### config.mk
export PLATFORM = sky130hd
export DESIGN_NAME = dual_expiry_wdog
export DESIGN_NICKNAME = d
export VERILOG_FILES = /design/src/rtl/dual_expiry_wdog.sv
export SDC_FILE = /design/constraint.sdc
export NUM_CORES = 1
export LEC_CHECK = 0
export ABC_AREA = 0
export BUFFER_PORTS_ARGS = -buffer_cell sky130_fd_sc_hd__buf_2
export CAP_MARGIN = 0
export CORE_UTILIZATION = 55
export DETAILED_ROUTE_END_ITERATION = 7
export PLACE_DENSITY = 0.8
export SYNTH_ARGS = -nofsm -noshare
export SYNTH_HDL_FRONTEND = slang
export SYNTH_SLANG_ARGS = --single-unit
### constraint.sdc
create_clock -name clk -period 5.7 [get_ports clk]
set_clock_uncertainty 0.05 [all_clocks]
set_input_delay 0.57 -clock clk [delete_from_list [all_inputs] [get_ports clk]]
set_output_delay 0.57 -clock clk [all_outputs]
set_load 0.02 [all_outputs]
### src/rtl/dual_expiry_wdog.sv
module dual_expiry_wdog #(
  parameter int CNT_W       = 8,
  parameter int RELOAD_INIT = 200,
  parameter int RST_HOLD    = 16,
  parameter int DATA_W      = 16
) (
  input  logic              clk,
  input  logic              rst_n,
  input  logic              wr_en,
  input  logic [1:0]        addr,
  input  logic [DATA_W-1:0] wdata,
  output logic [DATA_W-1:0] rdata,
  input  logic              tick,
  output logic              smi_req,
  output logic              sys_rst
);
  localparam int HOLD_W   = $clog2(RST_HOLD + 1);
  localparam int SMI_BIT  = 13;
  localparam int FLAG_BIT = 3;

  logic [CNT_W-1:0]  count, reload;
  logic [HOLD_W-1:0] hold;
  logic              flag, smi_en;

  wire holding   = hold != '0;
  wire wr_ok     = wr_en & ~holding;
  wire kick      = wr_ok && addr == 2'd3;
  wire w1c       = wr_ok && addr == 2'd1 && wdata[FLAG_BIT];
  wire expire    = tick && count == '0 && !holding && !kick;
  wire smi_clear = smi_req & smi_en;
  wire fire      = expire & flag & ~smi_clear;

  assign sys_rst = holding;

  always_ff @(posedge clk or negedge rst_n) begin
    if (!rst_n) begin
      count   <= CNT_W'(RELOAD_INIT);
      reload  <= CNT_W'(RELOAD_INIT);
      flag    <= 1'b0;
      smi_en  <= 1'b1;
      smi_req <= 1'b0;
      hold    <= '0;
    end else if (hold == HOLD_W'(1)) begin
      count   <= CNT_W'(RELOAD_INIT);
      reload  <= CNT_W'(RELOAD_INIT);
      flag    <= 1'b0;
      smi_en  <= 1'b1;
      smi_req <= 1'b0;
      hold    <= '0;
    end else if (holding) begin
      hold    <= hold - 1'b1;
      smi_req <= 1'b0;
    end else begin
      smi_req <= expire & smi_en & ~fire;
      if (fire) hold <= HOLD_W'(RST_HOLD);

      if (kick || expire) count <= reload;
      else if (tick)      count <= count - 1'b1;

      if (expire)                        flag <= 1'b1;
      else if (kick || w1c || smi_clear) flag <= 1'b0;

      if (wr_ok && addr == 2'd0) smi_en <= wdata[SMI_BIT];
      if (wr_ok && addr == 2'd2) reload <= wdata[CNT_W-1:0];
    end
  end

  always_comb begin
    case (addr)
      2'd0:    rdata = DATA_W'(smi_en) << SMI_BIT;
      2'd1:    rdata = DATA_W'(flag) << FLAG_BIT;
      2'd2:    rdata = DATA_W'(reload);
      default: rdata = DATA_W'(count);
    endcase
  end
endmodule


**Yosys cells after proc, flatten, opt, wreduce, memory -nomap -nowiden**

Cells that the tools add are included.

- $add $sub $neg: 2
- Equal/unequal tests: 5
- Mux-type cells: 20
- Bitwise logic cells: 9
- Reductions and logical operators: 25

Operators with widths:

| cell | count |
|---|---|
| $mux 8 | 7 |
| $pmux 14 s3 | 1 |
| $mux 5 | 3 |
| $mux 1 | 9 |
| $reduce_bool 3->1 | 3 |
| $logic_and 1x1->1 | 8 |
| $logic_not 8->1 | 1 |
| $reduce_and 2->1 | 4 |
| $sub 8x1->8 const B | 1 |
| $and 1x1->1 | 6 |
| $eq 5x1->1 const B | 1 |
| $reduce_bool 5->1 | 1 |
| $sub 5x1->5 const B | 1 |
| $eq 2x2->1 const B | 2 |
| $reduce_bool 2->1 | 2 |
| $logic_or 1x1->1 | 3 |
| $not 1->1 | 3 |
| $eq 2x1->1 const B | 1 |
| $logic_not 1->1 | 2 |
| $logic_not 2->1 | 1 |
| $ne 2x1->1 const B | 1 |

- Register bits: 24
- Output and inout port bits: 18

**Longest topological paths before layout**

Gate-level depths: netlist of the first run.

- Word-level depth: 12
- Mapped depth: 8
- Gate-level depth less buffers: 8

**Worst setup path after synthesis of the first run**

No wires, ideal clock.

- Path type: input -> output
- Start: input port addr[0]
- End: output port rdata[3]
- Data arrival time: 1.521 ns
- Path slack: 3.559 ns
- Stages: 3
- Path through: buf_1 > nand2_1 > o21ai_0

- Word-level cells in the longest chain between the ends: 2
- Elaborated cells on any way between the ends: 4
- Those cells by class: eq/ne: 2; mux: 1; reduce/logical: 1

RTL lines:

| what | line | source |
|---|---|---|
| start, declared | 10 | `input logic [1:0] addr,` |
| $eq 2x2->1 (tied with other cells) | 69 | `case (addr)` |
| $pmux 14 s3 (*) | 69 |  |
| end, declared | 12 | `output logic [DATA_W-1:0] rdata,` |

Every way passes the cells marked *; elsewhere a longest branch is shown, timed or not.

**Final worst setup path of the first run**

- Start: register hold[1]
- End: register count[7]

- Word-level cells in the longest chain between the ends: 10
- Elaborated cells on any way between the ends: 16
- Those cells by class: eq/ne: 2; mux: 3; bitwise: 2; reduce/logical: 9

RTL lines:

| what | line | source |
|---|---|---|
| start, declared | 22 | `logic [HOLD_W-1:0] hold;` |
| start signal, assigned | 51 | `hold <= hold - 1'b1;` |
| start signal, assigned | 55 | `if (fire) hold <= HOLD_W'(RST_HOLD);` |
| $reduce_bool 5->1 | 25 | `wire holding = hold != '0;` |
| $not 1->1 | 26 | `wire wr_ok = wr_en & ~holding;` |
| $and 1x1->1 | 26 |  |
| $logic_and 1x1->1 | 27 | `wire kick = wr_ok && addr == 2'd3;` |
| $logic_not 1->1 | 29 | `wire expire = tick && count == '0 && !holding && !kick;` |
| $logic_and 1x1->1 | 29 |  |
| $logic_or 1x1->1 | 57 | `if (kick \|\| expire) count <= reload;` |
| $mux 8 | 57 |  |
| $mux 8 | 50 | `end else if (holding) begin` |
| $mux 8 | 43 | `end else if (hold == HOLD_W'(1)) begin` |
| end signal, assigned | 44 | `count <= CNT_W'(RELOAD_INIT);` |
| end signal, assigned | 57 |  |
| end signal, assigned | 58 | `else if (tick) count <= count - 1'b1;` |
| end, declared | 21 | `logic [CNT_W-1:0] count, reload;` |

Parallel ways exist; a longest one is shown, timed or not. The select of a mux whose other input is x is not followed.
A chain may end at the register's enable or synchronous reset.

==> results of run 1 <==
## registers in the layout, indices dropped and copies added, names as in the netlist
name	flops
smi_req	1
hold	5
smi_en	1
flag	1
count	8
reload	8
## kinds of logic after synthesis
kind of cell	after synthesis	share of synthesized area (%)
AND/OR/NAND/NOR	70	25.6
buffers and inverters	19	6.70
XOR/XNOR	1	0.546
AO/OA/AOI/OAI	33	13.2
adder cells (fa/ha/maj)	5	3.90
multiplexers	19	11.9
flip-flops	24	38.0
other	1	0.234
## placed cells by master (no fill, tap or decap), types with 2 or more instances in the layout
master,Yosys,routed
sky130_fd_sc_hd__buf_2,0,25
sky130_fd_sc_hd__mux2i_1,18,18
sky130_fd_sc_hd__nor2_1,17,17
sky130_fd_sc_hd__dfrtp_1,17,17
sky130_fd_sc_hd__nand2_1,15,15
sky130_fd_sc_hd__a21oi_1,9,9
sky130_fd_sc_hd__o21ai_0,8,8
sky130_fd_sc_hd__nand3_1,8,8
sky130_fd_sc_hd__nor2b_1,7,7
sky130_fd_sc_hd__conb_1,1,7
sky130_fd_sc_hd__dfstp_2,7,7
sky130_fd_sc_hd__inv_1,6,6
sky130_fd_sc_hd__nor3_1,5,5
sky130_fd_sc_hd__ha_1,5,5
sky130_fd_sc_hd__o311ai_0,4,4
sky130_fd_sc_hd__and3_1,3,3
sky130_fd_sc_hd__nand4_1,3,3
sky130_fd_sc_hd__clkbuf_4,0,3
sky130_fd_sc_hd__nor4b_2,2,2
sky130_fd_sc_hd__a32oi_1,2,2
## worst max-delay path: cells and delay by family, from the launching register on
kind	cells	cell delay, ps
buffers and inverters	1	110
adder cells (fa/ha/maj)	1	330
AO/OA/AOI/OAI	3	730
AND/OR/NAND/NOR	2	940
flip-flops	1	430
## routing by layer
| layer | global-route usage (%) | up-vias |
|---|---|---|
| met5 | 0 | - |
| met4 | 7.32 | 0 |
| met3 | 4.19 | 7 |
| met2 | 41.2 | 59 |
| met1 | 34.2 | 681 |
| li1 | - | 661 |
## metrics by stage
step	area (µm²)	utilization [%]	setup WS, ps
final	1750	63.4	3060
after global routing	1750	63.4	2870
after CTS	1750	63.4	3090
after detailed placement	1710	62.1	3130
after global placement	1710	62.1	3220
after floorplan	1630	-	3560
## area by class of cell
cell class	count	area (µm²)	area share (%)
clock buffers	4	36.3	2.07
multi-input cells	135	911	52.1
inverters	7	28.8	1.65
well taps	31	38.8	2.22
flip-flops and latches	24	609	34.8
repair buffers	25	125	7.15
## synth_stat cells, types with 2 or more instances
cell / count / area, µm²
sky130_fd_sc_hd__nor3_1: 5 / 25.0
sky130_fd_sc_hd__mux2i_1: 18 / 180
sky130_fd_sc_hd__nand4_1: 3 / 18.8
sky130_fd_sc_hd__and3_1: 3 / 18.8
sky130_fd_sc_hd__dfrtp_1: 17 / 425
sky130_fd_sc_hd__a32oi_1: 2 / 17.5
sky130_fd_sc_hd__clkbuf_1: 3 / 11.3
sky130_fd_sc_hd__nor2b_1: 7 / 43.8
sky130_fd_sc_hd__nand3_1: 8 / 40.0
sky130_fd_sc_hd__buf_4: 7 / 52.6
sky130_fd_sc_hd__dfstp_2: 7 / 184
sky130_fd_sc_hd__nor4b_2: 2 / 30.0
sky130_fd_sc_hd__inv_1: 6 / 22.5
sky130_fd_sc_hd__o21ai_0: 8 / 40.0
sky130_fd_sc_hd__o311ai_0: 4 / 35.0
sky130_fd_sc_hd__ha_1: 5 / 62.6
sky130_fd_sc_hd__nand2_1: 15 / 56.3
sky130_fd_sc_hd__nor2_1: 17 / 63.8
sky130_fd_sc_hd__a21oi_1: 9 / 45.0
## worst min-delay path by stage
stage	startpoint	endpoint	slack (ps)	cells after the start
final	rst_n	hold[1]	160	1
after global routing	rst_n	hold[1]	190	1
after CTS	rst_n	hold[1]	160	1
after detailed placement	count[6]	count[6]	500	2
after global placement	count[7]	count[7]	460	2
after floorplan	rst_n	count[0]	220	0
## power groups by stage
| stage | logic (mW) | registers [mW] | clock network, mW |
|---|---|---|---|
| after CTS | 0.329 | 0.335 | 0.0935 |
| after detailed placement | 0.327 | 0.339 | 0 |
| after floorplan | 0.273 | 0.308 | 0 |
| after global placement | 0.306 | 0.332 | 0 |
| final | 0.329 | 0.338 | 0.0907 |
| after global routing | 0.372 | 0.349 | 0.0979 |
==> flow_results.org, run 1 <==
** Layout
- Area growth from synthesis to final layout :: 8.96%
- Share of post-route cells with drive strength above 1 :: 23.1%
- The number of antenna diodes in the final layout is 0.
- Fill cell total of the finished layout :: 229
- The final layout contains 223 nets.
- Final Non-Filler Cells :: 226

** STA
- Period utilisation layout :: 46.4%
- Total count of hold-check failures in the final report :: 0
- Total negative slack :: 0 ps
- RSZ-0062 raised after global routing :: false
- The worst pin sits at a relative slew slack of 32.9%.
- Slew at the pin closest to its max-slew limit :: 1000 ps
- Slew Viols, Final :: 0
- Setup violators final :: 0
- Across all hold checks on the routed design, the worst slack comes to 163 ps.
- Post-layout minimum cycle time :: 2640 ps
- Based on the critical path, the design can be clocked at up to 378 MHz.

** Placed design
- In this run, placement finished with an instance count of 222.
- GP Congestion :: 0.835
- Buffers placed on the I/O ports in this run total 25.
- Summed over all nets, the half-perimeter wirelength after detailed placement is 2640 µm.

** GRT
- Global routing usage summed across all routing layers :: 25.1%
- Pin count of the biggest net entering global routing :: 25
- The number of antenna violations at the first check in global routing is 0.
- Wire length of the first global-routing pass :: 6240 µm
- Via count of the first global-routing pass :: 1348
- Leftover overflow at the end of global routing :: 0

** Synth
- Share of flip-flops with an asynchronous set or reset after synthesis :: 100%
- Mean post-synth cell area :: 9.33 µm²
- Yosys mapped a number of flops with a built-in enable equal to 0.
- Cell area after synthesis :: 1610 µm²
- The synthesized design contains 24 register bits.
- Yosys mapped the design onto 45 distinct sky130hd cell types.
- Sequential elements use 38.0% of the synthesized area.
- Among all flip-flop cells after synthesis, the most frequent one is sky130_fd_sc_hd__dfrtp_1.
- Mapped Cells :: 172
- During synthesis, Yosys emitted a total of 0 warnings.

** Critical path
- Terminus of the critical flop-to-flop path :: count[7]
- In this run the critical register-to-register path is launched from hold[1].
- STA puts the critical path data required time at 5900 ps.
- The most critical setup path has its startpoint at hold[1].
- The critical path goes through inv_1 -> ha_1 -> nor4b_2 -> a21oi_1 -> a21oi_1 -> nor2_1 -> a21oi_1.
- Critical path destination :: count[7]
- For the worst flop-to-flop path, the logic depth is 7.
- STA classifies the critical path endpoint as a register.
- Delay of the slowest cell on the worst path :: 870 ps
- Among the stages of the critical path, the cell type that occurs most often is sky130_fd_sc_hd__a21oi_1.
- Biggest fanout along the worst timing path :: 10
- The worst setup path is launched from a register.
- STA puts the critical path data arrival time at 2840 ps.
- For this design, the slowest cell found on the critical path is sky130_fd_sc_hd__nor4b_2.
- Worst R2R Setup Slack :: 3060 ps
- The worst setup path is of the reg2reg kind.

** Power and ir drop
- For this design the ratio of total power to cell area is 433 nW/µm².
- Gate power share :: 43.4%
- The analysis attributes to net switching a power of 330 µW.
- Internal power contribution :: 427 µW
- Clock power share :: 12.0%
- The analysis attributes to cell leakage a power of 0.836 nW.
- VDD sags by at most 339 µV.
- Overall power consumption after layout is estimated at 757 µW.
- In this run switching power makes up 43.6% of total power.
- Registers are responsible for 44.6% of the overall power.

** Detailed routing
- The first detailed-routing pass ran for 4 iterations.
- After detailed routing, the total wire length is 3580 µm.
- After detailed routing, the number of vias per cell comes to 6.23.
- Starting DRC count in detailed routing :: 48
- Once detail routing completed, the nets flagged for antenna violations numbered 0.
- In the final routed layout, each cell accounts on average for 15.9 µm.
- Number of remaining DRC errors :: 0
- Met1 routed wirelength after detailed routing :: 1570 µm
- Summed over all nets, wire length on met3 after detailed routing comes to 195 µm.
- After detailed routing, the met2 layer carries 1770 µm of wire.
- Routed signal wires occupy layers up through met4.
- Total number of vias :: 1408

** Clock tree
- Clock-pin slew was measured on the worst setup and hold paths at 130 ps.
- TritonCTS built the clock tree.
- Number of buffers created by CTS :: 3
- H-tree depth reported by CTS :: 1
- Clock Tree Root :: sky130_fd_sc_hd__clkbuf_4
- Clock latency on the worst-skew pair :: 310 ps
- After clock tree synthesis, the flow added hold-fix buffers numbering 0.
- The clock passes through at most 2 buffers.
- Post-cts gate resize count :: 0
- Number of post-CTS setup repair buffers :: 0
- TritonCTS sink count :: 24

** Floorplanning
- Count of boundary I/O pins :: 40
- Full die area :: 3140 µm²
- From left edge to right edge, the die measures 56.0 µm.
- For this configuration, the core starts out at a cell density of 58.2%.
- Number of cell rows :: 19
- The total area inside the core boundary comes to 2760 µm².
- Chip Height :: 56.0 µm

** Min path
- Path category of the worst min-delay check :: in2async

** Run status
- Run status :: finished, final reports clean

** Flow run
- Number of maximum-capacitance constraint violations :: 0
Power figures use the tool's default switching activity.
==> run 2: changes to the inputs <==
- CORE_UTILIZATION: 55 -> 48
- PLACE_DENSITY: 0.8 -> 0.74
- clock period: 5.7 -> 2.35 ns (I/O delays scaled with it)
==> run 2 against run 1 <==
Effect of this change: design area increased by 3.1%; sequential share of layout area shrank 1.0 points; clock power grew 100%; utilization fell by 5.3 points; sequential cell count did not move; total power grew 140%; final cell count grew 8.4%; first-iteration DRC count up 69%; combinational power grew 150%; non-clock buffer count grew 6; critical path depth unchanged; register-to-register slack lost 2900 ps; critical path type unchanged.
==> flow_results.org, run 2 (synthesis results as in run 1) <==
** Floorplanning
- Horizontal die dimension :: 59.8 µm (+6.8%)
- Number of cell rows :: 20 (+1)
- Core area :: 3100 µm² (+13%)
- Full die area :: 3580 µm² (+14%)
- Count of boundary I/O pins :: 40 (unchanged)
- Chip Height :: 59.8 µm (+6.8%)
- Initial core utilization :: 51.7% (-6.5 points)

** GRT
- Pin count of the biggest net entering global routing :: 25 (unchanged)
- The via count of the first global-routing pass came to 1353 (+0.37%).
- Wire length of the first global-routing pass :: 6050 µm (-3.0%)
- Global routing usage summed across all routing layers :: 22.2% (-2.9 points)
- The remaining global-route overflow came to 0 (unchanged).
- The number of antenna violations at the first check in global routing was 0 (unchanged).

** Clock tree
- The H-tree depth was 1 (unchanged).
- The number of clock buffers inserted by TritonCTS came to 3 (unchanged).
- Post-cts gate resize count :: 0 (unchanged)
- The number of buffers inserted for hold repair after clock tree synthesis is 1 (+1).
- The deepest clock path buffer count came to 2 (unchanged).
- Number of post-CTS setup repair buffers :: 0 (unchanged)
- The clock latency of the later-clocked register in the worst-skew pair came to 310 ps (about the same).
- TritonCTS sink count :: 24 (unchanged)
- TritonCTS built the clock tree.
- The clock transition at the registers of the reported paths was 130 ps (about the same).
- The root buffer cell chosen for the clock tree is sky130_fd_sc_hd__clkbuf_4.

** Critical path
- Endpoint kind of the worst setup timing path :: register
- WS Path Type :: reg2reg
- Worst R2R Setup Slack :: 190 ps (-2870 ps)
- Required time of the worst setup path :: 2540 ps (-3360 ps)
- The largest driver fanout on the critical path came to 9 (-1).
- The arrival time at the worst endpoint came to 2350 ps (-490 ps).
- Crit start category :: register

** Detailed routing
- The number of detailed-route iterations in the first pass was 4 (unchanged).
- The overall via count from detail_route came to 1401 (-0.50%).
- Via count normalized by instance count :: 5.72 (-8.2%)
- Average wire per standard cell :: 14.5 µm (-8.3%)
- Starting DRC count in detailed routing :: 81 (+69%)
- Number of remaining DRC errors :: 0 (unchanged)
- The sum of routed wire length over all layers was 3560 µm (-0.56%).
- Number of nets with antenna violations after routing :: 0 (unchanged)

** Power and ir drop
- The power per unit of standard cell area was 1010 nW/µm² (+130%).
- The maximum ir drop on the vdd rail came to 509 µV (+50%).
- The overall power of the completed layout is 1.82 mW (+140%).
- Psw :: 790 µW (+140%)
- The internal power consumption came to 1.03 mW (+140%).
- Share of total power consumed by net switching :: 43.5% (-0.065 points)
- The proportion of power drawn by flip-flops and latches was 45.1% (+0.5 points).
- The leakage power figure came to 0.860 nW (+2.9%).
- Clock power share :: 10.2% (-1.8 points)
- The combinational share of power was 44.7% (+1.3 points).

** Layout
- Largest registers :: count (8), reload (8), hold (5)
- Final instance area :: 1800 µm² (+3.1%)
- The share of cells above drive strength 1 came to 24.4% (+1.3 points).
- The top cell types in the final layout, fill and taps aside, are sky130_fd_sc_hd__buf_2, sky130_fd_sc_hd__mux2i_1, sky130_fd_sc_hd__nor2_1, sky130_fd_sc_hd__dfrtp_1, sky130_fd_sc_hd__nand2_1.
- From synthesis to final layout, the design area changed by 12.3%.
- Commonest non-fill, non-tap cell in the layout :: sky130_fd_sc_hd__buf_2
- # diodes :: 0 (unchanged)
- The final net count came to 229 (+2.7%).

** STA
- Total count of hold-check failures in the final report :: 0 (unchanged)
- Maximum clock frequency :: 462 MHz (+22%)
- Slew Viols, Final :: 0 (unchanged)
- Setup repair after global routing left no endpoint under its margin.
- The count of endpoints failing setup in the final report came to 0 (unchanged).
- Worst slew margin relative to its limit :: 54.1% (+21 points)
- Period utilisation layout :: 92.1% (+46 points)
- Post-layout minimum cycle time :: 2160 ps (-481 ps)
- The slew at the pin closest to its max-slew limit was 688 ps (-315 ps).
- The post-route setup TNS was 0 ps (unchanged).

** Placed design
- GP Congestion :: 0.917 (+9.8%)
- The count of buffers inserted at the top-level ports was 25 (unchanged).
- Half-perimeter wire length of the detailed placement result :: 2570 µm (-2.9%)
- Standard cell area after detailed placement :: 1770 µm² (+3.1%)

** Run status
- The run finished with clean final reports.

** Flow run
- Number of maximum-capacitance constraint violations :: 0 (unchanged)

** Min path
- Path category of the worst min-delay check :: in2reg
## run 2: worst paths after layout
kind / from / endpoint / cells past startpoint
setup / recovery: count[0] / count[3] / 7
hold / removal: wdata[13] / smi_en / 3
setup reg to reg: count[0] / count[3] / 7
hold reg to reg: count[3] / count[3] / 2
max in group asynchronous: rst_n / reload[6] / 2
min in group asynchronous: rst_n / reload[0] / 2
## run 2: per-stage QoR
step / hold WS, ps / util (%) / setup WS, ps / instances
after global placement: 186 / 56.9 / 381 / 240
after global routing: 98.0 / 58.1 / 45.8 / 245
after floorplan: -111 / - / 373 / 178
final: 91.5 / 58.1 / 186 / 245
after detailed placement: 196 / 56.9 / 305 / 240
after CTS: 83.8 / 58.1 / 237 / 245
## run 2: per-layer routing
metal	vias to the layer above	GRT usage, %	wire (µm)
met5	-	0	0
met4	0	6.64	30
met3	6	2.81	168
met2	47	38.1	1760
met1	680	29.2	1600
li1	668	-	-
## run 2: power groups by stage
| stage | clock (mW) | sequential, mW | combinational (mW) |
|---|---|---|---|
| 6_report | 0.185 | 0.818 | 0.812 |
| 5_1_grt | 0.206 | 0.844 | 0.917 |
| 4_1_cts | 0.196 | 0.813 | 0.814 |
| 3_5_place_dp | 0 | 0.823 | 0.802 |
| 3_3_place_gp | 0 | 0.809 | 0.776 |
| 2_1_floorplan | 0 | 0.747 | 0.662 |
## run 2: final cells by class
type / count / area [µm²]
tap: 44 / 55.1
clock buffer: 4 / 26.3
inverter: 7 / 28.8
sequential: 24 / 609
fill: 313 / 1300
timing repair buffer: 31 / 173
multi-input combinational: 135 / 911
## run 2: worst max-delay path, stage by stage (launching register included)
cell                       delay [ps]
sky130_fd_sc_hd__dfrtp_1          490
sky130_fd_sc_hd__inv_1            120
sky130_fd_sc_hd__ha_1             140
sky130_fd_sc_hd__nor4bb_1         400
sky130_fd_sc_hd__nand2_1          190
sky130_fd_sc_hd__a21oi_2          380
sky130_fd_sc_hd__o21ai_0          140
sky130_fd_sc_hd__a22oi_1          180
